<file path="config.mk">
export PLATFORM = sky130hd
export DESIGN_NAME = statusFlagReg
export DESIGN_NICKNAME = d
export VERILOG_FILES = /design/src/rtl/statusFlagPkg.sv /design/src/rtl/statusFlagAlu.sv /design/src/rtl/statusFlagCtrl.sv /design/src/rtl/statusFlagData.sv /design/src/rtl/statusFlagReg.sv
export SDC_FILE = /design/constraint.sdc
export NUM_CORES = 1
export LEC_CHECK = 0
export BUFFER_PORTS_ARGS = -buffer_cell sky130_fd_sc_hd__buf_2
export CELL_PAD_IN_SITES_DETAIL_PLACEMENT = 2
export CELL_PAD_IN_SITES_GLOBAL_PLACEMENT = 2
export CORE_UTILIZATION = 31
export CTS_CLUSTER_SIZE = 24
export DETAILED_ROUTE_END_ITERATION = 16
export GPL_ROUTABILITY_DRIVEN = 0
export PLACE_DENSITY = 0.95
export SLEW_MARGIN = 20
export SYNTH_ARGS = -nofsm -noshare
export SYNTH_HDL_FRONTEND = slang
export SYNTH_HIERARCHICAL = 1
export SYNTH_SLANG_ARGS = --single-unit
</file>
<file path="constraint.sdc">
create_clock -name clk -period 8.65 [get_ports clk]
set_input_delay 0.865 -clock clk [delete_from_list [all_inputs] [get_ports clk]]
set_output_delay 0.865 -clock clk [all_outputs]
set_load 0.03 [all_outputs]
</file>
<file path="src/rtl/statusFlagPkg.sv">
package statusFlagPkg;

  localparam int STAT_W  = 8;
  localparam int BIT_C   = 0;
  localparam int BIT_DC  = 1;
  localparam int BIT_Z   = 2;
  localparam int BIT_PD  = 3;
  localparam int BIT_TO  = 4;
  localparam int BIT_RP0 = 5;

  typedef enum logic [3:0] {
    OP_MOV = 4'd0,
    OP_ADD = 4'd1,
    OP_SUB = 4'd2,
    OP_RLF = 4'd3,
    OP_RRF = 4'd4,
    OP_AND = 4'd5,
    OP_OR  = 4'd6,
    OP_XOR = 4'd7,
    OP_CLR = 4'd8
  } opClassE;

  // strobes from control to datapath
  typedef struct packed {
    logic updZ;
    logic updDc;
    logic updC;
    logic wrRp0;
    logic wrZ;
    logic wrDc;
    logic wrC;
    logic setTo;
    logic clrTo;
    logic setPd;
    logic clrPd;
  } strobeT;

endpackage

</file>
<file path="src/rtl/statusFlagAlu.sv">
module statusFlagAlu
  import statusFlagPkg::*;
#(
  parameter int DATA_W = 8,
  parameter int NIB_W  = 4
) (
  input  logic [DATA_W-1:0] opA,
  input  logic [DATA_W-1:0] opB,
  input  opClassE           opClass,
  input  logic              carryIn,
  output logic [DATA_W-1:0] result,
  output logic              carryOut,
  output logic              digitCarry,
  output logic              zero
);

  logic              subMode;
  logic [DATA_W-1:0] addend;
  logic [DATA_W-1:0] sumBits;
  logic              sumCarry;
  logic              sumDigit;

  assign subMode = (opClass == OP_SUB);
  assign addend  = subMode ? ~opB : opB;

  // ripple carry chain; the carry past the nibble boundary is tapped
  always_comb begin
    logic c;
    c        = subMode;
    sumDigit = 1'b0;
    for (int i = 0; i < DATA_W; i++) begin
      sumBits[i] = opA[i] ^ addend[i] ^ c;
      c          = (opA[i] & addend[i]) | (c & (opA[i] ^ addend[i]));
      if (i == NIB_W - 1) sumDigit = c;
    end
    sumCarry = c;
  end

  always_comb begin
    result     = opA;
    carryOut   = carryIn;
    digitCarry = sumDigit;
    unique case (opClass)
      OP_ADD, OP_SUB: begin
        result   = sumBits;
        carryOut = sumCarry;
      end
      OP_RLF: begin
        result   = {opA[DATA_W-2:0], carryIn};
        carryOut = opA[DATA_W-1];
      end
      OP_RRF: begin
        result   = {carryIn, opA[DATA_W-1:1]};
        carryOut = opA[0];
      end
      OP_AND:  result = opA & opB;
      OP_OR:   result = opA | opB;
      OP_XOR:  result = opA ^ opB;
      OP_CLR:  result = '0;
      default: result = opA;
    endcase
  end

  assign zero = (result == '0);

endmodule

</file>
<file path="src/rtl/statusFlagCtrl.sv">
module statusFlagCtrl
  import statusFlagPkg::*;
(
  input  opClassE opClass,
  input  logic    aluValid,
  input  logic    wrEn,
  input  logic    wdtClear,
  input  logic    sleepEnter,
  input  logic    wdtTimeout,
  output strobeT  strobe
);

  logic affZ;
  logic affDc;
  logic affC;
  logic anyFlag;

  always_comb begin
    affZ  = 1'b0;
    affDc = 1'b0;
    affC  = 1'b0;
    unique case (opClass)
      OP_ADD, OP_SUB: begin
        affZ  = 1'b1;
        affDc = 1'b1;
        affC  = 1'b1;
      end
      OP_RLF, OP_RRF:                 affC = 1'b1;
      OP_AND, OP_OR, OP_XOR, OP_CLR:  affZ = 1'b1;
      default: ;
    endcase
  end

  assign anyFlag = aluValid & (affZ | affDc | affC);

  always_comb begin
    strobe       = '0;
    strobe.updZ  = aluValid & affZ;
    strobe.updDc = aluValid & affDc;
    strobe.updC  = aluValid & affC;
    strobe.wrRp0 = wrEn;
    // one flag-producing operation masks all three flag bits from the write
    strobe.wrZ   = wrEn & ~anyFlag;
    strobe.wrDc  = wrEn & ~anyFlag;
    strobe.wrC   = wrEn & ~anyFlag;
    strobe.clrTo = wdtTimeout;
    strobe.setTo = (wdtClear | sleepEnter) & ~wdtTimeout;
    strobe.clrPd = sleepEnter;
    strobe.setPd = wdtClear & ~sleepEnter;
  end

endmodule

</file>
<file path="src/rtl/statusFlagData.sv">
module statusFlagData
  import statusFlagPkg::*;
#(
  parameter int DATA_W = 8,
  parameter int NIB_W  = 4
) (
  input  logic              clk,
  input  logic              rstN,
  input  logic [DATA_W-1:0] opA,
  input  logic [DATA_W-1:0] opB,
  input  opClassE           opClass,
  input  logic [STAT_W-1:0] wrData,
  input  strobeT            strobe,
  output logic [STAT_W-1:0] statusOut,
  output logic [DATA_W-1:0] aluResult
);

  logic rp0Q;
  logic toQ;
  logic pdQ;
  logic zQ;
  logic dcQ;
  logic cQ;
  logic aluCarry;
  logic aluDigit;
  logic aluZero;
  logic unusedWrBits;

  assign unusedWrBits = ^{wrData[STAT_W-1:BIT_RP0+1], wrData[BIT_TO], wrData[BIT_PD]};

  statusFlagAlu #(.DATA_W(DATA_W), .NIB_W(NIB_W)) aluInst (
    .opA        (opA),
    .opB        (opB),
    .opClass    (opClass),
    .carryIn    (cQ),
    .result     (aluResult),
    .carryOut   (aluCarry),
    .digitCarry (aluDigit),
    .zero       (aluZero)
  );

  always_ff @(posedge clk or negedge rstN) begin
    if (!rstN) begin
      rp0Q <= 1'b0;
      toQ  <= 1'b1;
      pdQ  <= 1'b1;
      zQ   <= 1'b0;
      dcQ  <= 1'b0;
      cQ   <= 1'b0;
    end else begin
      if (strobe.wrRp0) rp0Q <= wrData[BIT_RP0];

      if (strobe.clrTo)      toQ <= 1'b0;
      else if (strobe.setTo) toQ <= 1'b1;

      if (strobe.clrPd)      pdQ <= 1'b0;
      else if (strobe.setPd) pdQ <= 1'b1;

      if (strobe.updZ)     zQ <= aluZero;
      else if (strobe.wrZ) zQ <= wrData[BIT_Z];

      if (strobe.updDc)     dcQ <= aluDigit;
      else if (strobe.wrDc) dcQ <= wrData[BIT_DC];

      if (strobe.updC)     cQ <= aluCarry;
      else if (strobe.wrC) cQ <= wrData[BIT_C];
    end
  end

  always_comb begin
    statusOut          = '0;
    statusOut[BIT_RP0] = rp0Q;
    statusOut[BIT_TO]  = toQ;
    statusOut[BIT_PD]  = pdQ;
    statusOut[BIT_Z]   = zQ;
    statusOut[BIT_DC]  = dcQ;
    statusOut[BIT_C]   = cQ;
  end

endmodule

</file>
<file path="src/rtl/statusFlagReg.sv">
module statusFlagReg
  import statusFlagPkg::*;
#(
  parameter int DATA_W = 8,
  parameter int NIB_W  = 4
) (
  input  logic              clk,
  input  logic              rstN,
  input  logic [DATA_W-1:0] opA,
  input  logic [DATA_W-1:0] opB,
  input  logic [3:0]        opClass,
  input  logic              aluValid,
  input  logic              wrEn,
  input  logic [7:0]        wrData,
  input  logic              wdtClear,
  input  logic              sleepEnter,
  input  logic              wdtTimeout,
  output logic [7:0]        statusOut,
  output logic [DATA_W-1:0] aluResult,
  output logic              bankSel
);

  opClassE opSel;
  strobeT  strobe;

  assign opSel = opClassE'(opClass);

  statusFlagCtrl ctrlInst (
    .opClass    (opSel),
    .aluValid   (aluValid),
    .wrEn       (wrEn),
    .wdtClear   (wdtClear),
    .sleepEnter (sleepEnter),
    .wdtTimeout (wdtTimeout),
    .strobe     (strobe)
  );

  statusFlagData #(.DATA_W(DATA_W), .NIB_W(NIB_W)) dataInst (
    .clk       (clk),
    .rstN      (rstN),
    .opA       (opA),
    .opB       (opB),
    .opClass   (opSel),
    .wrData    (wrData),
    .strobe    (strobe),
    .statusOut (statusOut),
    .aluResult (aluResult)
  );

  assign bankSel = statusOut[BIT_RP0];

endmodule

</file>
==> metrics.txt, run 1 <==
H-tree depth 1; Iter 0 DRT Violations 56; Crit Path Max Fanout 27; largest family of logic cells by synthesized area compound AO/OA/AOI/OAI gates; Slew @ Worst Pin 947 ps; Post-CTS Repair Setup Buffers 0; Startpoint Class input pin; most frequent cells after synthesis 25 x inv_1, 16 x ha_1, 15 x buf_4, 15 x nor2_1, 12 x a21oi_1; Final Instance Count excl. Fillers 309; Synth Area in Simple Gates 18.0%; final number of max-transition violations 0; async set-reset flop share out of synthesis 100%; Clock Tree Root clkbuf_8; period utilization 78.1%; GRT Overall Usage 19.9%; Synth Cell Area 1680 um2; Slew Limit Headroom 36.5%; Post-synth EDFFs 0; Critical Path RT 7790 ps; Detailed Route WL 5.23 mm; sequential fraction of the synthesis area 9.11%; post-CTS resize count 0; DRC errors left 0; routed wire length per instance 16.9 um; Die Y 75.5 um; Min Hold Slack 453 ps; Congestion Overflow GR 0; average size of a mapped cell 7.83 um2; Via density 5.29; Initial Util 32.6%; top cells by area, synth ha_1 12%, fa_1 8.4%, buf_4 6.7%, dfrtp_1 6.0%, inv_1 5.6%; initial antenna violation count 0; CTS tree done; Net count, final 298; mux contribution to synthesized area 7.69%; Power per Cell Area 105 nW/um2; first drt pass iteration count 4; routed vias 1635; Final Critical Period 6750 ps; skew final 0.0370 ps; Worst-path clk slew 40 ps; XOR/XNOR Fraction of Synth Area 5.75%; pin count of the biggest net entering global routing 32; Fin Setup TNS 0 ps; Max VDD drop 0.0525 mV; worst r2r src dataInst/cQ$_DFFE_PN0P_; status complete, no violations; Yosys cell types 59; critical path arrival 5890 ps; IO buf count 45; maxcap violations 0; full die area 5700 um2; chip width 75.5 um; Max Root-Sink Buffers 2; worst skew pair latency 230 ps; Yosys top cell area share 11.9%; ratio of cells with drive above 1 in the final layout 23.8%; Post-Synthesis Cells 214; total CTS buffers 3; final core utilization 36.3%; first-pass GRT wire length 8.60 mm; Yosys top cell by area ha_1; crit end category output port; RSZ-0062 raised after global routing no; Site Rows 26; DRT antenna net count 0; most frequent cell after synthesis inv_1; Final Hold Fails 0; R2R cell count 7; Core ar. 5140 um2; Area Overhead vs Synth 11.4%; total clock sinks 6; Top FF cell, synth dfrtp_1; worst reg2reg setup slack 6840 ps; # hold bufs at CTS 0; setup violators final 0; vias in the first global route 1769; dpl hpwl 4.15 mm; Fmax achieved 0.148 GHz; compound-gate portion of the synthesized area 22.5%; register bit total from synthesis 6; Lkg Pwr 0.881 nW; worst setup path category input pin to output port; number of placed I/O pins 52; adder-cell share of the synthesized area 20.9%; n_diodes 0; worst min path class input pin to async pin; placed insts 305; Reg-to-Reg End dataInst/zQ$_DFFE_PN0P_; Synth Warn # 6
==> worst max path at each step <==
stage                     from            to  slack [ps]  cells after the start
floorplan           opClass[3]  aluResult[6]        2570                     15
detailed placement  opClass[1]  aluResult[6]        1880                     15
global placement    opClass[1]  aluResult[7]        2040                     16
CTS                 opClass[1]  aluResult[6]        1870                     15
global route        opClass[1]  aluResult[6]        1590                     15
finish              opClass[1]  aluResult[6]        1900                     15
==> cell families after synthesis <==
group,Yosys count
buf+inv,50
other cells,1
flops,6
compound gates,55
mux,11
simple gates,56
xor+xnor,11
fa+ha+maj,24
==> layout by cell type, fill, tap and decap left out, drive strengths merged, types with 2 or more instances in the layout <==
master | Yosys | routed
o22ai | 3 | 3
buf | 24 | 45
nand2b | 5 | 5
a21oi | 12 | 12
o31ai | 2 | 2
mux2i | 8 | 8
dfrtp | 4 | 4
dfstp | 2 | 2
a22oi | 2 | 2
o221ai | 2 | 2
o32a | 2 | 2
or3 | 4 | 4
conb | 1 | 2
a221oi | 2 | 2
a211oi | 4 | 4
o21ai | 13 | 13
ha | 16 | 16
nand3 | 4 | 4
nor2b | 3 | 3
xnor2 | 10 | 10
clkbuf | 1 | 4
inv | 25 | 25
nor3 | 7 | 7
nand2 | 10 | 10
fa | 7 | 7
mux2 | 2 | 2
nor2 | 16 | 16
==> sequential cells by signal (all words and copies together) (netlist names) <==
signal / flops
dataInst/rp0Q: 1
dataInst/pdQ: 1
dataInst/zQ: 1
dataInst/toQ: 1
dataInst/cQ: 1
dataInst/dcQ: 1
==> worst max-delay path: stages <==
cell and delay (ps):
buf_2 420, nand2b_1 240, nor3_2 770, xnor2_1 190
fa_1 470, fa_1 430, fa_1 450, fa_1 400
inv_1 70, fa_1 200, fa_1 440, a211oi_1 270
a222oi_1 130, a2bb2oi_1 290, buf_2 250
==> final cells by class <==
cell class                 instances  area, um2
fill                             633       3270
clock buffer                       4       45.0
timing repair buffer              45        225
sequential                         6        153
tap                               70       87.6
multi-input combinational        159       1260
inverter                          25       93.8
==> layer usage <==
metal | global-route usage, % | part of all wire (%) | vias to the layer above
li1 | - | - | 789
met1 | 24.1 | 43 | 795
met2 | 36.9 | 51 | 43
met3 | 2.38 | 4.4 | 8
met4 | 5.14 | 1.1 | 0
met5 | 0 | 0 | -
==> metrics by stage <==
| step | instance area (um2) | setup slack (ps) | power (W) |
|---|---|---|---|
| 2_1_floorplan | 1680 | 2570 | 0.000122 |
| 3_3_place_gp | 1820 | 2040 | 0.000146 |
| 3_5_place_dp | 1820 | 1880 | 0.000152 |
| 4_1_cts | 1870 | 1870 | 0.000199 |
| 5_1_grt | 1870 | 1590 | 0.000212 |
| 6_report | 1870 | 1900 | 0.000196 |
==> where the power goes <==
group	internal (W)	switching (W)	leakage [nW]
Clock	0.0000318	0.0000131	0.0228
Combinational	0.0000424	0.0000723	0.789
Sequential	0.0000322	0.00000377	0.0692
Total	0.000106	0.0000892	0.881
Note: power is estimated with default switching activity, not from simulation.
==> inputs of run 2 (changes only) <==
--- a/config.mk
+++ b/config.mk
@@ -8,11 +8,11 @@
 export BUFFER_PORTS_ARGS = -buffer_cell sky130_fd_sc_hd__buf_2
 export CELL_PAD_IN_SITES_DETAIL_PLACEMENT = 2
 export CELL_PAD_IN_SITES_GLOBAL_PLACEMENT = 2
-export CORE_UTILIZATION = 31
+export CORE_UTILIZATION = 29
 export CTS_CLUSTER_SIZE = 24
 export DETAILED_ROUTE_END_ITERATION = 16
 export GPL_ROUTABILITY_DRIVEN = 0
-export PLACE_DENSITY = 0.95
+export PLACE_DENSITY = 0.92
 export SLEW_MARGIN = 20
 export SYNTH_ARGS = -nofsm -noshare
 export SYNTH_HDL_FRONTEND = slang
==> constraint.sdc (replaced) <==
create_clock -name clk -period 6.5 [get_ports clk]
set_input_delay 0.65 -clock clk [delete_from_list [all_inputs] [get_ports clk]]
set_output_delay 0.65 -clock clk [all_outputs]
set_load 0.03 [all_outputs]
==> run 2 against run 1 <==
  * Register-to-register slack worse by 2100 ps
  * Wire length up 1.6%
  * Clock skew barely moved
  * Largest power group unchanged
  * Critical endpoint unchanged
  * Via count grew 3.4%
==> metrics.txt, run 2 (same netlist as run 1, synthesis figures left out) <==
worst min path class input pin to async pin; critical path arrival 5040 ps (-850 ps); Max Root-Sink Buffers 2 (unchanged); Max VDD drop 0.0663 mV (+26%); Fmax achieved 0.176 GHz; post-CTS resize count 0 (unchanged); worst r2r src dataInst/cQ$_DFFE_PN0P_; pin count of the biggest net entering global routing 31 (-3.1%); first drt pass iteration count 4 (unchanged); Post-DP Area 1850 um2 (+1.8%); ratio of cells with drive above 1 in the final layout 25.1% (+1.3 points); status complete, no violations; Sw Ratio 45.6% (-0.073 points); Slew @ Worst Pin 549 ps (-398 ps); Crit Path Max Fanout 26 (-3.7%); number of placed I/O pins 52 (unchanged); RSZ-0062 raised after global routing no; Power per Cell Area 138 nW/um2 (+32%); most frequent cells in the layout 45 x buf_2, 25 x inv_1, 16 x ha_1; Critical Path RT 5850 ps (-1940 ps); Worst-path clk slew 40 ps (about the same); Flop pwr share 18.0% (-0.4 points); DRT antenna net count 0 (unchanged); routed vias 1691 (+3.4%); Final Critical Period 5690 ps; Comb power frac 59.4% (+0.7 points); final core utilization 34.3% (-2.0 points); DRC errors left 0 (unchanged); Area Overhead vs Synth 13.3%; Die Y 78.0 um (+3.3%); # hold bufs at CTS 0 (unchanged); Post-CTS Repair Setup Buffers 0 (unchanged); Clock Tree Root clkbuf_8; Sw Pwr 0.000119 W (+34%); design area 1900 um2 (+1.7%); worst setup path category input pin to output port; most common cell after layout, fill and taps aside buf_2; Site Rows 27 (+3.8%); n_diodes 0 (unchanged); dpl hpwl 4.26 mm (+2.7%); GRT Overall Usage 18.0% (-1.9 points); maxcap violations 0 (unchanged); Lkg Pwr 0.901 nW (+2.2%); Int Power 0.000143 W (+34%); skew final 0.0702 ps (+0.0333 ps); H-tree depth 1 (unchanged); Slew Limit Headroom 63.3% (+27 points); Via density 5.37 (+1.5%); Reg-to-Reg End dataInst/zQ$_DFFE_PN0P_; IO buf count 45 (unchanged); Core ar. 5540 um2 (+7.8%); crit end category output port; Fin Setup TNS 0 ps (unchanged); Final Instance Count excl. Fillers 315 (+1.9%); routed wire length per instance 16.9 um (-0.35%); CTS tree done; placed insts 311 (+2.0%); vias in the first global route 1810 (+2.3%); Detailed Route WL 5.32 mm (+1.6%); R2R cell count 7 (unchanged); worst reg2reg setup slack 4730 ps (-2110 ps); chip width 78.0 um (+3.3%); Initial Util 30.2% (-2.4 points); full die area 6080 um2 (+6.7%); Clk pwr share 22.6% (-0.4 points); Final Hold Fails 0 (unchanged); setup violators final 0 (unchanged); total CTS buffers 3 (unchanged); Net count, final 302 (+1.3%); Pwr Total 0.000262 W (+34%); worst skew pair latency 230 ps (about the same); Startpoint Class input pin; initial antenna violation count 0 (unchanged); first-pass GRT wire length 8.73 mm (+1.5%); total clock sinks 6 (unchanged); Iter 0 DRT Violations 33 (-41%); final number of max-transition violations 0 (unchanged); Congestion Overflow GR 0 (unchanged); period utilization 87.6%
-- run 2: cell count changes in the layout (fill, tap and decap cells not counted) --
cell,change
buf_4,+4
-- run 2: power groups by stage --
stage	clock (W)	sequential, W	combinational [W]
5_1_grt	0.0000626	0.0000482	0.000171
3_5_place_dp	0	0.0000480	0.000156
4_1_cts	0.0000615	0.0000475	0.000157
6_report	0.0000593	0.0000472	0.000156
3_3_place_gp	0	0.0000473	0.000149
2_1_floorplan	0	0.0000461	0.000117
-- run 2: metrics by stage --
stage / hold slack [ps] / worst slack, ps
detailed placement: 486 / 787
global route: 252 / 603
CTS: 244 / 768
global placement: 472 / 955
floorplan: 354 / 852
finish: 245 / 808
-- run 2: layout make-up --
cell class	count	area [um2]
clock buffer	4	45.0
timing repair buffer	49	255
inverter	25	93.8
fill	697	3640
sequential	6	153
tap	72	90.1
multi-input combinational	159	1260
-- run 2: worst max-delay path by stage --
stage                         endpoint  cells after the start       start
after floorplan           aluResult[6]                     15  opClass[3]
after global placement    aluResult[6]                     15  opClass[2]
after detailed placement  aluResult[6]                     15  opClass[2]
after CTS                 aluResult[6]                     15  opClass[2]
after global routing      aluResult[6]                     15  opClass[2]
final                     aluResult[6]                     15  opClass[2]
-- run 2: per-layer routing --
metal  routed length, um  vias up  global-route usage (%)  share of wire (%)
met5                   0        -                       0                  0
li1                    -      795                       -                  -
met4                 116        0                    5.74                2.2
met3                 193       10                    2.00                3.6
met1                2280      840                    20.9                 43
met2                2730       46                    33.9                 51
-- run 2: critical path, stage by stage --
cell	delay, ps
buf_2	420
nor3_2	130
buf_4	210
mux2_2	280
fa_1	400
fa_1	410
fa_1	460
fa_1	420
inv_1	90
fa_1	180
fa_1	430
a211oi_1	270
a222oi_1	120
a2bb2oi_1	300
buf_2	260
==> inputs of run 3 (changes only) <==
--- a/config.mk
+++ b/config.mk
@@ -8,11 +8,11 @@
 export BUFFER_PORTS_ARGS = -buffer_cell sky130_fd_sc_hd__buf_2
 export CELL_PAD_IN_SITES_DETAIL_PLACEMENT = 2
 export CELL_PAD_IN_SITES_GLOBAL_PLACEMENT = 2
-export CORE_UTILIZATION = 29
+export CORE_UTILIZATION = 26
 export CTS_CLUSTER_SIZE = 24
 export DETAILED_ROUTE_END_ITERATION = 16
 export GPL_ROUTABILITY_DRIVEN = 0
-export PLACE_DENSITY = 0.92
+export PLACE_DENSITY = 0.88
 export SLEW_MARGIN = 20
 export SYNTH_ARGS = -nofsm -noshare
 export SYNTH_HDL_FRONTEND = slang
==> constraint.sdc (replaced) <==
create_clock -name clk -period 4.95 [get_ports clk]
set_input_delay 0.495 -clock clk [delete_from_list [all_inputs] [get_ports clk]]
set_output_delay 0.495 -clock clk [all_outputs]
set_load 0.03 [all_outputs]
==> run 3 against run 2 <==
  * Via count decreased by 1.4%
  * First-iteration DRC count increased to 2.8 times the previous value
  * Cell count increased by 1.6%
  * Highest routed layer unchanged
  * Largest power group unchanged
  * Critical path depth increased by 1
  * Largest cell class unchanged
  * Wire length increased by 0.23%
  * Utilization decreased by 1.8 points
  * Die area increased by 11%
  * Clock-buffer cell count decreased by 1
  * Sequential power increased by 31%
  * Setup slack got worse by 640 ps
  * Clock power increased by 26%
  * Sequential cell count unchanged
==> metrics.txt, run 3 (same netlist as run 1, synthesis figures left out) <==
RSZ-0062 raised after global routing no; worst reg2reg setup slack 3130 ps (-1600 ps); total clock sinks 6 (unchanged); number of placed I/O pins 52 (unchanged); maxcap violations 0 (unchanged); Critical Path RT 4450 ps (-1400 ps); full die area 6770 um2 (+11%); Congestion Overflow GR 0 (unchanged); multi-input logic area 1300 um2 (+3.3%); first drt pass iteration count 4 (unchanged); Final Hold Fails 0 (unchanged); routed vias 1668 (-1.4%); R2R cell count 7 (unchanged); CP most frequent cell fa_2; Reg-to-Reg End dataInst/zQ$_DFFE_PN0P_; n_diodes 0 (unchanged); CTS tree done; worst setup path category input pin to output port; flip-flop and latch area 153 um2 (unchanged); dpl hpwl 4.22 mm (-0.98%); dpl ws 2.71 ps (-784 ps); most frequent cells in the layout 44 x buf_2, 25 x inv_1, 16 x ha_1; Site Rows 28 (+3.7%); Startpoint Class input pin; GRT Overall Usage 16.4% (-1.5 points); Crit path max-delay family adder cells; skew final 3.25 ps (+3.18 ps); Power per Cell Area 178 nW/um2 (+29%); Lkg Pwr 0.928 nW (+3.0%); Max Root-Sink Buffers 2 (unchanged); H-tree depth 1 (unchanged); CP peak stage delay 430 ps (-30 ps); Buf+Inv Stages, Crit Path 3 (-1); Area Overhead vs Synth 17.5%; crit end category output port; initial antenna violation count 0 (unchanged); # fillers 730 (+4.7%); Crit Path Max Fanout 4 (-85%); Final Critical Period 4780 ps; Post-DP Area 1890 um2 (+1.9%); setup violators final 0 (unchanged); vias in the first global route 1767 (-2.4%); period utilization 96.6%; DRT antenna net count 0 (unchanged); design area 1970 um2 (+3.7%); Max VDD drop 0.122 mV (+84%); Initial Util 27.6% (-2.6 points); worst skew pair latency 230 ps (about the same); worst r2r src dataInst/cQ$_DFFE_PN0P_; worst min path class input pin to async pin; Net count, final 305 (+0.99%); status complete, no violations; Clock Tree Root clkbuf_8; Core ar. 6060 um2 (+9.4%); pin count of the biggest net entering global routing 31 (unchanged); Via density 5.21 (-2.9%); # hold bufs at CTS 0 (unchanged); routed wire length per instance 16.7 um (-1.3%); worst setup margin 167 ps (-641 ps); ratio of cells with drive above 1 in the final layout 29.4% (+4.3 points); Iter 0 DRT Violations 92 (+180%); CP max-delay cell fa_2; Fmax achieved 0.209 GHz; Detailed Route WL 5.33 mm (+0.23%); IO buf count 45 (unchanged); final number of max-transition violations 0 (unchanged); total CTS buffers 3 (unchanged); most common cell after layout, fill and taps aside buf_2; first-pass GRT wire length 8.54 mm (-2.1%); chip width 82.3 um (+5.5%); cells along the critical path buf_2, nand2b_4, nor3_4, xnor2_2, fa_2, fa_2, fa_2, fa_1, inv_1, fa_1, fa_2, fa_1, o221ai_1, o22ai_1, a21oi_2, buf_6; Die Y 82.3 um (+5.5%); critical path arrival 4290 ps (-750 ps); DRC errors left 0 (unchanged); Worst-path clk slew 40 ps (about the same); Fin Setup TNS 0 ps (unchanged)
-- run 3: how the worst max path moves through the flow --
stage | startpoint | to | cells past startpoint
after floorplan | opClass[3] | dataInst/zQ$_DFFE_PN0P_ | 19
final | opClass[0] | aluResult[7] | 16
after global placement | opClass[0] | aluResult[7] | 16
after detailed placement | opClass[0] | aluResult[7] | 16
after global routing | opClass[0] | aluResult[7] | 16
after CTS | opClass[0] | aluResult[7] | 16
-- run 3: routing by layer --
metal | track usage [%] | vias to the layer above | wire [um]
li1 | - | 801 | -
met1 | 19.7 | 812 | 2410
met2 | 30.9 | 53 | 2620
met3 | 2.20 | 2 | 273
met4 | 3.16 | 0 | 25
met5 | 0 | - | 0
-- run 3: power breakdown --
| part | total (W) | internal, W | leakage [nW] | switching [W] |
|---|---|---|---|---|
| Sequential | 0.0000619 | 0.0000562 | 0.0692 | 0.00000569 |
| Clock | 0.0000749 | 0.0000524 | 0.0216 | 0.0000226 |
| Combinational | 0.000214 | 0.0000825 | 0.837 | 0.000132 |
-- run 3: repair_timing --
action                                  4_1_cts  5_1_grt
endpoints found under the setup margin        1        2
resized for setup                             0        8
buffers inserted                              0        2
pin swaps                                     1        2
hold endpoints to repair                      0        0
-- run 3: final cells by class --
type | count | share of cell area [%]
multi-input combinational | 159 | 66.2
timing repair buffer | 52 | 14.4
inverter | 25 | 4.77
sequential | 6 | 7.76
clock buffer | 3 | 2.10
tap | 75 | 4.77
-- run 3: metrics by stage --
step | hold WS [ps] | power, W | cells | utilization [%]
2_1_floorplan | 199 | 0.000217 | 215 | -
3_3_place_gp | 325 | 0.000262 | 315 | 31.2
5_1_grt | 88.8 | 0.000377 | 320 | 32.5
4_1_cts | 82.0 | 0.000350 | 318 | 31.8
6_report | 82.6 | 0.000351 | 320 | 32.5
3_5_place_dp | 326 | 0.000271 | 315 | 31.2
